==> src/rtl/store_aligner_pkg.sv <==
package store_aligner_pkg;
  localparam int ADDR_W = 64;
  localparam int DISP_W = 16;
  localparam int WORD_W = 32;
  localparam int LANES  = WORD_W / 8;
  localparam int OFS_W  = $clog2(LANES);

  typedef struct packed {
    logic load;
    logic side;
  } ctrl_t;
endpackage

==> src/rtl/store_aligner_ctrl.sv <==
module store_aligner_ctrl
  import store_aligner_pkg::*;
(
  input  logic  clk,
  input  logic  rst,
  input  logic  reqValid,
  input  logic  reqSide,
  output ctrl_t ctrl,
  output logic  wrValid
);
  assign ctrl.load = reqValid;
  assign ctrl.side = reqSide;

  always_ff @(posedge clk) begin
    if (rst) wrValid <= 1'b0;
    else     wrValid <= reqValid;
  end

  p_valid_delay_r8: assert property (@(posedge clk) disable iff (rst)
    reqValid |=> wrValid);
  p_valid_idle_r8: assert property (@(posedge clk) disable iff (rst)
    !reqValid |=> !wrValid);
endmodule

==> src/rtl/store_aligner_dp.sv <==
module store_aligner_dp
  import store_aligner_pkg::*;
(
  input  logic              clk,
  input  ctrl_t             ctrl,
  input  logic [ADDR_W-1:0] reqBase,
  input  logic [DISP_W-1:0] reqDisp,
  input  logic [ADDR_W-1:0] reqSrc,
  output logic [ADDR_W-1:0] wrAddr,
  output logic [LANES-1:0]  wrByteEn,
  output logic [WORD_W-1:0] wrData
);
  logic [ADDR_W-1:0] effAddr;
  logic [OFS_W-1:0]  laneOfs;
  logic [LANES-1:0]  enNext;
  logic [WORD_W-1:0] dataNext;
  logic [WORD_W-1:0] srcWord;

  assign effAddr = reqBase + {{(ADDR_W-DISP_W){reqDisp[DISP_W-1]}}, reqDisp};
  assign laneOfs = effAddr[OFS_W-1:0];
  assign srcWord = reqSrc[WORD_W-1:0];

  for (genvar l = 0; l < LANES; l++) begin : g_lane
    always_comb begin
      if (!ctrl.side) begin
        enNext[l] = (l >= int'(laneOfs));
        dataNext[WORD_W-1-8*l -: 8] = enNext[l]
          ? srcWord[8*(LANES-1-(l-int'(laneOfs))) +: 8] : 8'h00;
      end else begin
        enNext[l] = (l <= int'(laneOfs));
        dataNext[WORD_W-1-8*l -: 8] = enNext[l]
          ? srcWord[8*(int'(laneOfs)-l) +: 8] : 8'h00;
      end
    end
  end

  always_ff @(posedge clk) begin
    if (ctrl.load) begin
      wrAddr   <= {effAddr[ADDR_W-1:OFS_W], {OFS_W{1'b0}}};
      wrByteEn <= enNext;
      wrData   <= dataNext;
    end
  end

  p_addr_aligned_r1: assert property (@(posedge clk)
    ctrl.load |=> wrAddr[OFS_W-1:0] == '0);
  p_upper_msb_r2: assert property (@(posedge clk)
    (ctrl.load && !ctrl.side) |=> wrByteEn[LANES-1]);
  p_lower_lsb_r4: assert property (@(posedge clk)
    (ctrl.load && ctrl.side) |=> wrByteEn[0]);
  p_mask_nonzero_r3: assert property (@(posedge clk)
    ctrl.load |=> wrByteEn != '0);
  p_hold_r8: assert property (@(posedge clk)
    !ctrl.load |=> $stable(wrByteEn) && $stable(wrData));
endmodule

==> src/rtl/store_aligner.sv <==
module store_aligner
  import store_aligner_pkg::*;
(
  input  logic        clk,
  input  logic        rst,
  input  logic        reqValid,
  input  logic        reqSide,
  input  logic [63:0] reqBase,
  input  logic [15:0] reqDisp,
  input  logic [63:0] reqSrc,
  output logic        wrValid,
  output logic [63:0] wrAddr,
  output logic [3:0]  wrByteEn,
  output logic [31:0] wrData
);
  ctrl_t ctrl;

  store_aligner_ctrl u_ctrl (
    .clk(clk), .rst(rst), .reqValid(reqValid), .reqSide(reqSide),
    .ctrl(ctrl), .wrValid(wrValid)
  );

  store_aligner_dp u_dp (
    .clk(clk), .ctrl(ctrl), .reqBase(reqBase), .reqDisp(reqDisp),
    .reqSrc(reqSrc), .wrAddr(wrAddr), .wrByteEn(wrByteEn), .wrData(wrData)
  );
endmodule

==> config.mk <==
export PLATFORM = sky130hd
export DESIGN_NAME = store_aligner
export DESIGN_NICKNAME = d
export VERILOG_FILES = /design/src/rtl/store_aligner_pkg.sv /design/src/rtl/store_aligner_ctrl.sv /design/src/rtl/store_aligner_dp.sv /design/src/rtl/store_aligner.sv
export SDC_FILE = /design/constraint.sdc
export NUM_CORES = 1
export LEC_CHECK = 0
export CORE_ASPECT_RATIO = 0.75
export CORE_MARGIN = 5
export CORE_UTILIZATION = 44
export CTS_BUF_LIST = sky130_fd_sc_hd__clkbuf_4 sky130_fd_sc_hd__clkbuf_8
export DETAILED_ROUTE_END_ITERATION = 16
export PLACE_DENSITY = 0.87
export SLEW_MARGIN = 10
export SYNTH_ARGS = -nofsm -noshare
export SYNTH_HDL_FRONTEND = slang
export SYNTH_HIERARCHICAL = 1
export SYNTH_SLANG_ARGS = --single-unit
==> constraint.sdc <==
create_clock -name clk -period 3.2 [get_ports clk]
set_input_delay 0.64 -clock clk [delete_from_list [all_inputs] [get_ports clk]]
set_output_delay 0.64 -clock clk [all_outputs]
set_load 0.03 [all_outputs]
Word level (Yosys, flattened, before mapping)
Index checks and enable logic that the tools add are counted.

word-level totals
  output and inout bits = 101
  bits in registers = 99
  bits of input ports = 148
  word-level logic and storage cells = 44

operators by class
  mux-type cells = 12
  order comparisons = 6
  shift operators = 8
  add/sub/neg operators = 12

operators with widths
  kind                   count
  $shiftx 32x32->8       7
  $sub 3x29->29 const A  4
  $mux 8                 10
  $add 64x64->64         1
  $shiftx 32x6->8        1
  $sub 1x2->3 const A    2
  $sub 2x2->3 const A    2
  $sub 2x2->3 const B    2
  $ge 1x2->1 const A     2
  $le 2x2->1 const A     2
  $sub 2x1->3 const B    1
  $ge 2x2->1 const A     1
  $le 1x2->1 const A     1
  $mux 1                 2

Longest topological paths before layout
Gate-level depths: netlist of run 1.

  depth in word-level cells = 6
  mapped depth = 11

Hierarchy
Netlist of run 1, hierarchy kept.

by module, submodules not included
  module              cells an instance  seq. area each (µm²)  times used  area each (µm²)
  store_aligner_dp    795                2942.8                1           7838.8
  store_aligner_ctrl  4                  20.0                  1           48.8

Worst setup path before layout of run 1
OpenSTA, ideal clock, no wires.

  path kind = input to register
  start = input port reqBase[0]
  end = register u_dp.wrAddr[50], data pin
  data arrival time = 2.881 ns
  data required time = 2.931 ns
  buffers on the path = 0
  setup time = 0.269 ns
  stages on the path = 11
  slack = 0.051 ns
  path through = ha_1 -> fa_1 -> a21o_1 -> a221oi_2 -> o21bai_2 -> nor4b_4 -> o21a_1 -> or2_4 -> a21oi_4 -> o31ai_1 -> xor2_1

between the ends
  word-level cells in the longest chain between the ends = 1

ends and longest elaborated chain
  what                  line                    RTL
  from (decl)           store_aligner.sv:8      input logic [63:0] reqBase,
  $add 64x64->64        store_aligner_dp.sv:19  assign effAddr = reqBase + {{(ADDR_W-DISP_W){reqDisp[DISP_W-1]}}, reqDisp};
  via u_dp.effAddr[50]  store_aligner_dp.sv:13  logic [ADDR_W-1:0] effAddr;
  to (signal assigned)  store_aligner_dp.sv:39  wrAddr <= {effAddr[ADDR_W-1:OFS_W], {OFS_W{1'b0}}};
  to (decl)             store_aligner_dp.sv:9   output logic [ADDR_W-1:0] wrAddr,

The timed path passes the listed nets, and every way through them passes these cells.
A chain may end at the register's enable or synchronous reset.

Worst setup path in the final report of run 1
  start = input port reqBase[4]
  end = register u_dp.wrAddr[57], data pin

Same word-level chain as after synthesis.

==> results.yml, run 1 <==
run_status:
  status: "finished, final reports clean"
yosys:
  synthCells: 799
  async_reset_ff_share_pct: 0
  synth.distinct_cells: 71
  ys.flop_type: "edfxtp_1"
  seq_area_frac_synth_pct: 37.56
  synth-seq-cells: 99
  ys_warn_count: 6
  synth_edf_count: 98
  syn_area_mm2: 0.007888
  syn_avg_cell_area_um2: 9.872
sta:
  finalCriticalPeriod_ps: 3153
  drv_slew: 0
  slew_headroom_pct: 65.81
  fin_crit_sh_pct: 98.53
  setup_viol: 0
  timing.hold.ws_ps: 734.0
  worstMarginPinSlew_ps: 511.0
  fmax_ghz: 0.3172
  tns_ps: 0
  hold_violations: 0
  rsz0062_at_grt: "true"
route:
  m1WireLength_um: 11610
  dr_wl_met3_um: 2205
  dr.pass1.iters: 5
  ant_nets: 0
  highest_layer: "met4"
  wl_per_cell_um: 18.85
  met2_length_um: 12610
  dr.first_iter.drc_count: 887
  drc: 0
  vias: 8061
  routed_via_density: 5.633
  wirelength_um: 26980
critical_path:
  cpLargestDelayFamily: "compound AO/OA/AOI/OAI gates"
  crit_cells: 11
  slowest_stage: "clkdlybuf4s50_1"
  cp_max_fo: 5
  cp-start-kind: "input port"
  slowest_delay_ps: 410
  cp_cell_sequence: "clkdlybuf4s50_1 -> ha_1 -> a21o_1 -> a31o_2 -> o21ai_4 -> o21ai_2 -> a31oi_2 -> o211a_1 -> a21oi_1 -> a31oi_1 -> xnor2_1"
  worstPathArrival_ps: 3300
  path_class: "in2reg"
  cp-end-kind: "flop"
  crit_buf_inv: 1
  crit_required_ps: 3340
placed_design:
  hpwl_um: 21640
  place_area_mm2: 0.01165
  dpl.cell_count: 1413
  place_congestion: 0.9504
  port_buffers: 214
clock_network:
  cts.sinks: 99
  hold_buffers: 0
  clk_pin_slew_ps: 100
  cts_root_buffer: "clkbuf_8"
  clock_path_buffers: 2
  cts_tree: "yes"
  numCtsBuffers: 9
  h-tree-depth: 3
cells_and_area:
  n_antenna_cell: 0
  nFillCells: 1288
  stdcell_count: 1431
  final_area_mm2: 0.01203
  layout-drive-gt1-share_pct: 24.47
  area_delta_synth_final_pct: 52.54
  final_nets: 1398
grt:
  overflow: 0
  grt_pass1_wl_um: 41060
  antenna_found_initial: 0
  grt_max_degree: 46
  grt_pass1_vias: 7724
  grt_usage_pct: 24.90
floorplanning:
  initial_core_util_pct: 44.80
  rows: 42
  die_height_um: 126.0
  coreArea_mm2: 0.01760
  die_area_mm2: 0.02073
  io_pins: 249
  die_w_um: 164.6
min_path:
  hold_start: "reqValid"
  holdPathEnd: "u_dp/wrAddr[2]"
  hold_class: "in2reg"
  holdPathStages: 1
run:
  drv_cap: 0
power_and_ir_drop:
  combPwrFrac_pct: 49.2
  ir_drop_mv: 0.1974
  power.leakage_nw: 4.956
  total_power_mw: 5.201
  internal_power_mw: 3.273
  swShare_pct: 37.08
  powerDensity_mw_per_mm2: 432.3
  pwr-share-clk_pct: 16.9
  p_switching_mw: 1.929
  pwr-share-seq_pct: 33.9
[per-stage QoR]
stage / utilization, % / setup WS (ps)
2_1_floorplan: - / 50.81
3_3_place_gp: 66.19 / -533.4
3_5_place_dp: 66.19 / -568.3
4_1_cts: 67.49 / 5.500
5_1_grt: 68.34 / -57.13
6_report: 68.34 / 47.11
[cells in the mapped netlist, types with 9 or more instances]
library cell | number | share of area (%)
a21o_1 | 34 | 3.2
a21oi_1 | 73 | 4.6
buf_2 | 17 | 1.1
clkbuf_1 | 22 | 1.0
edfxtp_1 | 98 | 37
ha_1 | 65 | 10
inv_1 | 14 | 0.67
mux2_2 | 11 | 1.6
mux4_2 | 16 | 4.6
nand2_1 | 90 | 4.3
nand3_1 | 16 | 1.0
nand4_1 | 13 | 1.0
nor2_1 | 44 | 2.1
nor2b_1 | 9 | 0.71
nor3_1 | 13 | 0.82
o21ai_0 | 53 | 3.4
o21ai_1 | 15 | 0.95
o21bai_1 | 14 | 1.3
xnor2_1 | 37 | 4.1
xor2_1 | 20 | 2.2
[power by group through the flow]
stage | registers, mW | logic, mW | clock network, mW
2_1_floorplan | 2.19 | 0.928 | 0
3_3_place_gp | 1.79 | 2.42 | 0
3_5_place_dp | 1.80 | 2.47 | 0
4_1_cts | 1.77 | 2.49 | 0.896
5_1_grt | 1.78 | 2.71 | 0.945
6_report | 1.76 | 2.56 | 0.878
[worst max-delay path by stage]
stage               slack [ps]        from               to
global placement          -530  reqBase[0]  u_dp/wrAddr[50]
detailed placement        -570  reqDisp[0]  u_dp/wrAddr[50]
floorplan                   50  reqBase[0]  u_dp/wrAddr[50]
global route               -60  reqBase[4]  u_dp/wrAddr[59]
CTS                          6  reqBase[1]  u_dp/wrAddr[61]
finish                      50  reqBase[4]  u_dp/wrAddr[57]
[placed cells by master (no fill, tap or decap), drive strengths merged, types with 11 or more instances in the layout]
cell and count:
xor2 20, o21bai 15, o21ai 70, ha 65, nor2 44, clkdlybuf4s50 209, a21oi 74, nand2 90
inv 17, mux4 16, xnor2 37, buf 205, nand3 17, nor3 13, nand4 13, mux2 11
edfxtp 98, a21o 34
[per-layer routing]
| layer | track usage [%] | vias to the layer above |
|---|---|---|
| met2 | 40.66 | 406 |
| met4 | 5.575 | 0 |
| met3 | 4.082 | 44 |
| met5 | 0 | - |
| met1 | 34.93 | 3806 |
| li1 | - | 3805 |
[sequential cells by signal, summed over array words and instances (netlist names)]
| register | count |
|---|---|
| u_dp/wrByteEn | 4 |
| u_ctrl/wrValid | 1 |
| u_dp/wrData | 32 |
| u_dp/wrAddr | 62 |
[cells by family (layout without fill, tap and decap cells)]
logic type | Yosys count | after routing | synth area share [%]
AOI/OAI and AO/OA | 253 | 253 | 20.78
and+or+nand+nor | 229 | 229 | 14.29
DFF | 99 | 99 | 37.56
adders and majority gates | 66 | 66 | 10.56
buffers and inverters | 59 | 448 | 3.268
xor gates and xnor gates | 57 | 57 | 6.329
muxes | 35 | 35 | 7.154
other | 1 | 2 | 0.04754
[layout make-up]
| type | count | area, um2 | share of cell area [%] |
|---|---|---|---|
| multi-input combinational | 642 | 4821 | 40.07 |
| tap | 242 | 302.8 | 2.517 |
| sequential | 99 | 2963 | 24.63 |
| clock inverter | 7 | 83.83 | 0.6968 |
| timing repair buffer | 418 | 3685 | 30.63 |
| clock buffer | 9 | 123.9 | 1.030 |
| inverter | 14 | 52.55 | 0.4368 |
[what timing repair did]
item,CTS,global route
gates resized for setup,6,28
pin swaps,8,8
buffers inserted,1,1
setup endpoints to repair,10,18
No activity file was read; power rests on OpenSTA's default activity.
==> run 2, diff against run 1 <==
--- a/config.mk
+++ b/config.mk
@@ -10,8 +10,8 @@
 export CORE_UTILIZATION = 44
 export CTS_BUF_LIST = sky130_fd_sc_hd__clkbuf_4 sky130_fd_sc_hd__clkbuf_8
 export DETAILED_ROUTE_END_ITERATION = 16
-export PLACE_DENSITY = 0.87
-export SLEW_MARGIN = 10
+export PLACE_DENSITY = 0.79
+export SLEW_MARGIN = 20
 export SYNTH_ARGS = -nofsm -noshare
 export SYNTH_HDL_FRONTEND = slang
 export SYNTH_HIERARCHICAL = 1
==> run 2 against run 1 <==
  * Worst hold slack better by 22 ps
  * Critical path depth is 2 higher
  * Utilization is 1.1 points higher
  * Routed wire length is 2.9% lower
  * Sequential share of layout area is 0.38 points lower
  * Cell area is 1.6% higher
  * Worst setup slack hardly changed
  * Global-route usage is 0.60 points lower
  * Cell count is 0.56% higher
  * Critical path type unchanged
==> results.yml, run 2 (synthesis results as in run 1) <==
run_status:
  status: "finished, final reports clean"
sta:
  drv_slew: 0
  timing.hold.ws_ps: 755.6
  worstMarginPinSlew_ps: 537.7
  fin_crit_sh_pct: 98.54
  slew_headroom_pct: 64.08
  hold_violations: 0
  finalCriticalPeriod_ps: 3153
  worst_slack_ps: 46.82
  setup_viol: 0
  fmax_ghz: 0.3171
floorplanning:
  die_height_um: 126.0
  io_pins: 249
  coreArea_mm2: 0.01760
  initial_core_util_pct: 44.80
  die_w_um: 164.6
  die_area_mm2: 0.02073
  rows: 42
power_and_ir_drop:
  powerDensity_mw_per_mm2: 422.8
  swShare_pct: 37.41
  combPwrFrac_pct: 50.1
  pwr-share-seq_pct: 34.0
  power.leakage_nw: 5.023
  internal_power_mw: 3.234
  ir_drop_mv: 0.2584
  pwr-share-clk_pct: 15.9
  p_switching_mw: 1.933
cells_and_area:
  stdcell_count: 1439
  nFillCells: 1337
  final_nets: 1406
  n_antenna_cell: 0
  layout_common_cells: "208 x buf_4, 206 x clkdlybuf4s50_1, 98 x edfxtp_1"
  top_register: "u_dp/wrAddr"
  postLayoutCoreUtil_pct: 69.41
  mostFrequentLayoutCell: "buf_4"
  layout-drive-gt1-share_pct: 25.98
  largest_reg_flops: 62
  area_delta_synth_final_pct: 54.92
  reg.largest.list: "u_dp/wrAddr (62), u_dp/wrData (32), u_dp/wrByteEn (4)"
  multi_input_area_mm2: 0.004920
  layout.area.seq_mm2: 0.002963
clock_network:
  numCtsBuffers: 9
  clock_path_buffers: 2
  cts.sinks: 99
  cts_tree: "yes"
  h-tree-depth: 3
  clk_pin_slew_ps: 110
  cts_root_buffer: "clkbuf_8"
route:
  wl_per_cell_um: 18.21
  vias: 8013
  dr.pass1.iters: 5
  routed_via_density: 5.568
  drc: 0
  wirelength_um: 26200
  ant_nets: 0
  dr.first_iter.drc_count: 714
placed_design:
  hpwl_um: 20860
  place_congestion: 0.9645
  dp_slack_ps: -569.7
  port_buffers: 214
  dpl.cell_count: 1420
critical_path:
  worstPathArrival_ps: 3290
  crit_required_ps: 3340
  cp-end-kind: "flop"
  cp_max_fo: 4
  path_class: "in2reg"
  cp-start-kind: "input port"
min_path:
  hold_class: "in2reg"
grt:
  antenna_found_initial: 0
  overflow: 0
  grt_pass1_vias: 7891
  grt_pass1_wl_um: 40430
  grt_max_degree: 48
  grt_usage_pct: 24.30
run:
  drv_cap: 0
==> run 2: changes by cell type in the layout (fill, tap and decap cells not counted), moves of 3 or more <==
| cell | change |
|---|---|
| buf_4 | +5 |
| buf_12 | +3 |
| nand2_1 | -3 |
| ha_4 | +4 |
| nor2_2 | +3 |
| clkdlybuf4s50_1 | -3 |
==> run 2: path summary, 6_finish.rpt <==
path	end	cells after the start	start	slack [ps]
hold / removal	u_dp/wrData[16]	1	reqValid	760
setup / recovery	u_dp/wrAddr[48]	13	reqBase[0]	50
==> run 2: worst max-delay path, cell delays in order <==
cell and delay, ps:
dlygate4sd2_1 260, ha_4 170, fa_2 340, a21o_1 210, a221oi_2 220, buf_4 180, o21bai_4 80, nor4b_4 140
o21a_2 230, or2_4 250, a21oi_4 250, o21bai_1 140, xor2_1 170
==> run 2: area by class of cell <==
| class | count | share of cell area, % |
|---|---|---|
| clock inverter | 6 | 0.4710 |
| sequential | 99 | 24.25 |
| timing repair buffer | 426 | 30.99 |
| clock buffer | 10 | 1.126 |
| inverter | 14 | 0.4301 |
| tap | 242 | 2.478 |
| multi-input combinational | 642 | 40.26 |
==> run 2: per-stage QoR <==
stage	total power [mW]	setup TNS [ps]	cell area [um2]
5_1_grt	5.411	-14.22	12220
4_1_cts	5.125	-0.6462	11970
3_5_place_dp	4.282	-13080	11740
2_1_floorplan	3.122	0	7891
6_report	5.167	0	12220
3_3_place_gp	4.229	-10640	11740
==> run 2: repair_timing <==
item | in CTS | in global routing
gates resized for setup | 11 | 41
pin swaps | 8 | 22
endpoints found under the setup margin | 13 | 19
setup buffers | 1 | 2
hold buffers | 0 | 0
cloned | 0 | 0
==> run 2: power by group through the flow <==
stage          clock network [mW]  logic [mW]  registers [mW]
2_1_floorplan                   0       0.928            2.19
3_3_place_gp                    0        2.45            1.78
3_5_place_dp                    0        2.49            1.79
4_1_cts                     0.847        2.52            1.76
5_1_grt                     0.892        2.74            1.78
6_report                    0.822        2.59            1.76
==> run 2: metal layers <==
layer  global-route usage, %  wire length (um)  up-vias
li1                        -                 -     3814
met1                   34.46             11420     3719
met2                   38.16             11940      427
met3                   4.409              2179       53
met4                   7.042               662        0
met5                       0                 0        -
==> run 3, diff against run 2 <==
--- a/config.mk
+++ b/config.mk
@@ -5,12 +5,13 @@
 export SDC_FILE = /design/constraint.sdc
 export NUM_CORES = 1
 export LEC_CHECK = 0
+export ABC_AREA = 1
 export CORE_ASPECT_RATIO = 0.75
 export CORE_MARGIN = 5
-export CORE_UTILIZATION = 44
+export CORE_UTILIZATION = 47
 export CTS_BUF_LIST = sky130_fd_sc_hd__clkbuf_4 sky130_fd_sc_hd__clkbuf_8
 export DETAILED_ROUTE_END_ITERATION = 16
-export PLACE_DENSITY = 0.79
+export PLACE_DENSITY = 0.8
 export SLEW_MARGIN = 20
 export SYNTH_ARGS = -nofsm -noshare
 export SYNTH_HDL_FRONTEND = slang
==> run 3 against run 2 <==
  * Maximum frequency increased by 7.3%
  * Clock power decreased by 0.6%
  * Synthesized area increased by 26%
  * Routed wire length increased by 21%
  * Count of clock-buffer cells in the layout decreased by 1
  * Synthesized cell count increased by 99%
  * Non-clock buffer count decreased by 201
  * Worst hold slack got worse by 25 ps
  * Die area increased by 16%
  * Flip-flop and latch count unchanged
==> results.yml, run 3 <==
sta:
  slew_headroom_pct: 61.48
  fin_crit_sh_pct: 91.87
  drv_slew: 0
  worstMarginPinSlew_ps: 577.8
  fmax_ghz: 0.3402
  setup_viol: 0
  rsz0062_at_grt: "false"
  finalCriticalPeriod_ps: 2940
  hold_violations: 0
cells_and_area:
  stdcell_count: 2103
  mostFrequentLayoutCell: "nand2_1"
  final_nets: 2024
  largest_reg_flops: 62
  area_delta_synth_final_pct: 27.22
  layout.area.seq_mm2: 0.002963
  layout-drive-gt1-share_pct: 4.793
  nFillCells: 1963
  n_antenna_cell: 0
  top_register: "u_dp/wrAddr"
  final_area_mm2: 0.01260
  layout_common_cells: "650 x nand2_1, 346 x inv_1, 212 x clkdlybuf4s50_1"
  reg.largest.list: "u_dp/wrAddr (62), u_dp/wrData (32), u_dp/wrByteEn (4)"
  multi_input_area_mm2: 0.005555
critical_path:
  path_class: "in2reg"
  cp-start-kind: "input port"
  slowest_stage: "fa_1"
  crit_required_ps: 3350
  cp-end-kind: "flop"
  cp_common_cell: "ha_1"
  cp_cell_sequence: "clkdlybuf4s50_1 -> ha_1 -> fa_1 -> ha_1 -> inv_1 -> nor2_1 -> o32ai_1"
  slowest_delay_ps: 500
  cp_max_fo: 13
  worstPathArrival_ps: 3090
power_and_ir_drop:
  powerDensity_mw_per_mm2: 394.2
  ir_drop_mv: 0.2351
  power.leakage_nw: 6.672
run:
  drv_cap: 0
grt:
  grt_pass1_wl_um: 49360
  grt-busiest-layer: "met2"
  grt_use_met3_pct: 4.604
  grt_pass1_vias: 9795
  overflow: 0
  grt_usage_pct: 25.77
  grt_use_met1_pct: 36.65
  grt_max_degree: 60
  grt_use_met2_pct: 40.54
  antenna_found_initial: 0
yosys:
  synth.distinct_cells: 31
  netlist_top_cells_count: "650 x nand2_1, 346 x inv_1, 108 x nor2_1"
  synth_edf_count: 98
  synth-seq-cells: 99
  ys.flop_type: "edfxtp_1"
  synthTopCellsByArea: "edfxtp_1 30%, nand2_1 25%, inv_1 13%"
  syn_area_mm2: 0.009906
  synth.top_cell.area_share_pct: 29.71
  ys_warn_count: 6
  yosysMostFrequentCell: "nand2_1"
  async_reset_ff_share_pct: 0
  synth_top_area_cell: "edfxtp_1"
  synthCells: 1591
  syn_avg_cell_area_um2: 6.226
  seq_area_frac_synth_pct: 29.91
min_path:
  hold_class: "in2reg"
  holdPathStages: 3
placed_design:
  place_area_mm2: 0.01241
  dpl.cell_count: 2087
  place_congestion: 1.034
  hpwl_um: 26320
  port_buffers: 214
floorplanning:
  die_w_um: 177.6
  die_area_mm2: 0.02411
  rows: 46
  initial_core_util_pct: 47.28
  die_height_um: 135.7
  io_pins: 249
  coreArea_mm2: 0.02095
clock_network:
  cts_root_buffer: "clkbuf_8"
  numCtsBuffers: 9
  post-cts-setup-buffers: 0
  cts_tree: "yes"
  cts.sinks: 99
  clock_path_buffers: 2
  post_cts_resized: 0
  h-tree-depth: 3
  hold_buffers: 0
  clk_pin_slew_ps: 100
route:
  wl_per_cell_um: 15.03
  vias: 10670
  ant_nets: 0
  dr.first_iter.drc_count: 1289
  wirelength_um: 31610
  routed_via_density: 5.075
  dr.pass1.iters: 8
  drc: 0
run_status:
  status: "finished, final reports clean"
run 3: changes by cell type in the layout (fill, tap and decap cells not counted), sizes merged, moves of 11 or more:
| cell | delta |
|---|---|
| buf | -200 |
| o22ai | +19 |
| o21bai | -12 |
| mux4 | -16 |
| nand2 | +584 |
| mux2 | -11 |
| xnor2 | -36 |
| inv | +334 |
| xor2 | +11 |
| a21oi | -33 |
| nor2 | +82 |
| nand3 | +50 |
| a21o | -34 |
| o21ai | -12 |
run 3: layer usage:
metal	share of wire (%)	vias to the layer above
met1	45	4730
met5	0	-
li1	-	5318
met2	43	556
met3	9.6	69
met4	2.5	0
run 3: report_power, final:
part	switching, mW	internal (mW)	total [mW]
registers	0.0582	1.69	1.74
clock network	0.513	0.304	0.817
logic	1.52	0.887	2.41
total	2.09	2.88	4.97
run 3: path summary, 6_finish.rpt:
path / start / endpoint / slack (ps)
max: reqBase[0] / u_dp/wrData[1] / 260
min: reqValid / u_ctrl/wrValid / 730
run 3: metrics by stage:
stage / hold WS, ps / TNS (ps) / worst slack, ps / util, % / power, mW
2_1_floorplan: 706.9 / 0 / 510.4 / - / 3.230
3_3_place_gp: 1139 / 0 / 117.2 / 59.24 / 4.085
3_5_place_dp: 1149 / -80.76 / -80.76 / 59.24 / 4.136
4_1_cts: 734.6 / 0 / 256.2 / 60.15 / 4.961
5_1_grt: 758.8 / 0 / 141.1 / 60.15 / 5.258
6_report: 730.4 / 0 / 260.3 / 60.15 / 4.968
run 3: area by class of cell:
class | count | area share [%]
Clock buffer | 9 | 0.9829
Clock inverter | 7 | 0.5361
Inverter | 347 | 10.34
Multi-Input combinational cell | 1128 | 44.08
Sequential cell | 99 | 23.51
Tap cell | 288 | 2.859
Timing Repair Buffer | 225 | 17.69
run 3: logic make-up after synthesis:
| group | count (synthesis) | synth area share [%] |
|---|---|---|
| AOI/OAI and AO/OA | 129 | 7.048 |
| xor gates and xnor gates | 32 | 2.829 |
| adders and majority gates | 66 | 8.412 |
| buffers and inverters | 365 | 14.05 |
| DFF | 99 | 29.91 |
| muxes | 3 | 0.3032 |
| other | 1 | 0.03786 |
| and+or+nand+nor | 896 | 37.41 |
run 3: worst max-delay path, delay by kind of cell:
family          cells  cell delay (ps)
buf+inv             2              820
fa+ha+maj           3             1070
simple gates        1              150
compound gates      1              410
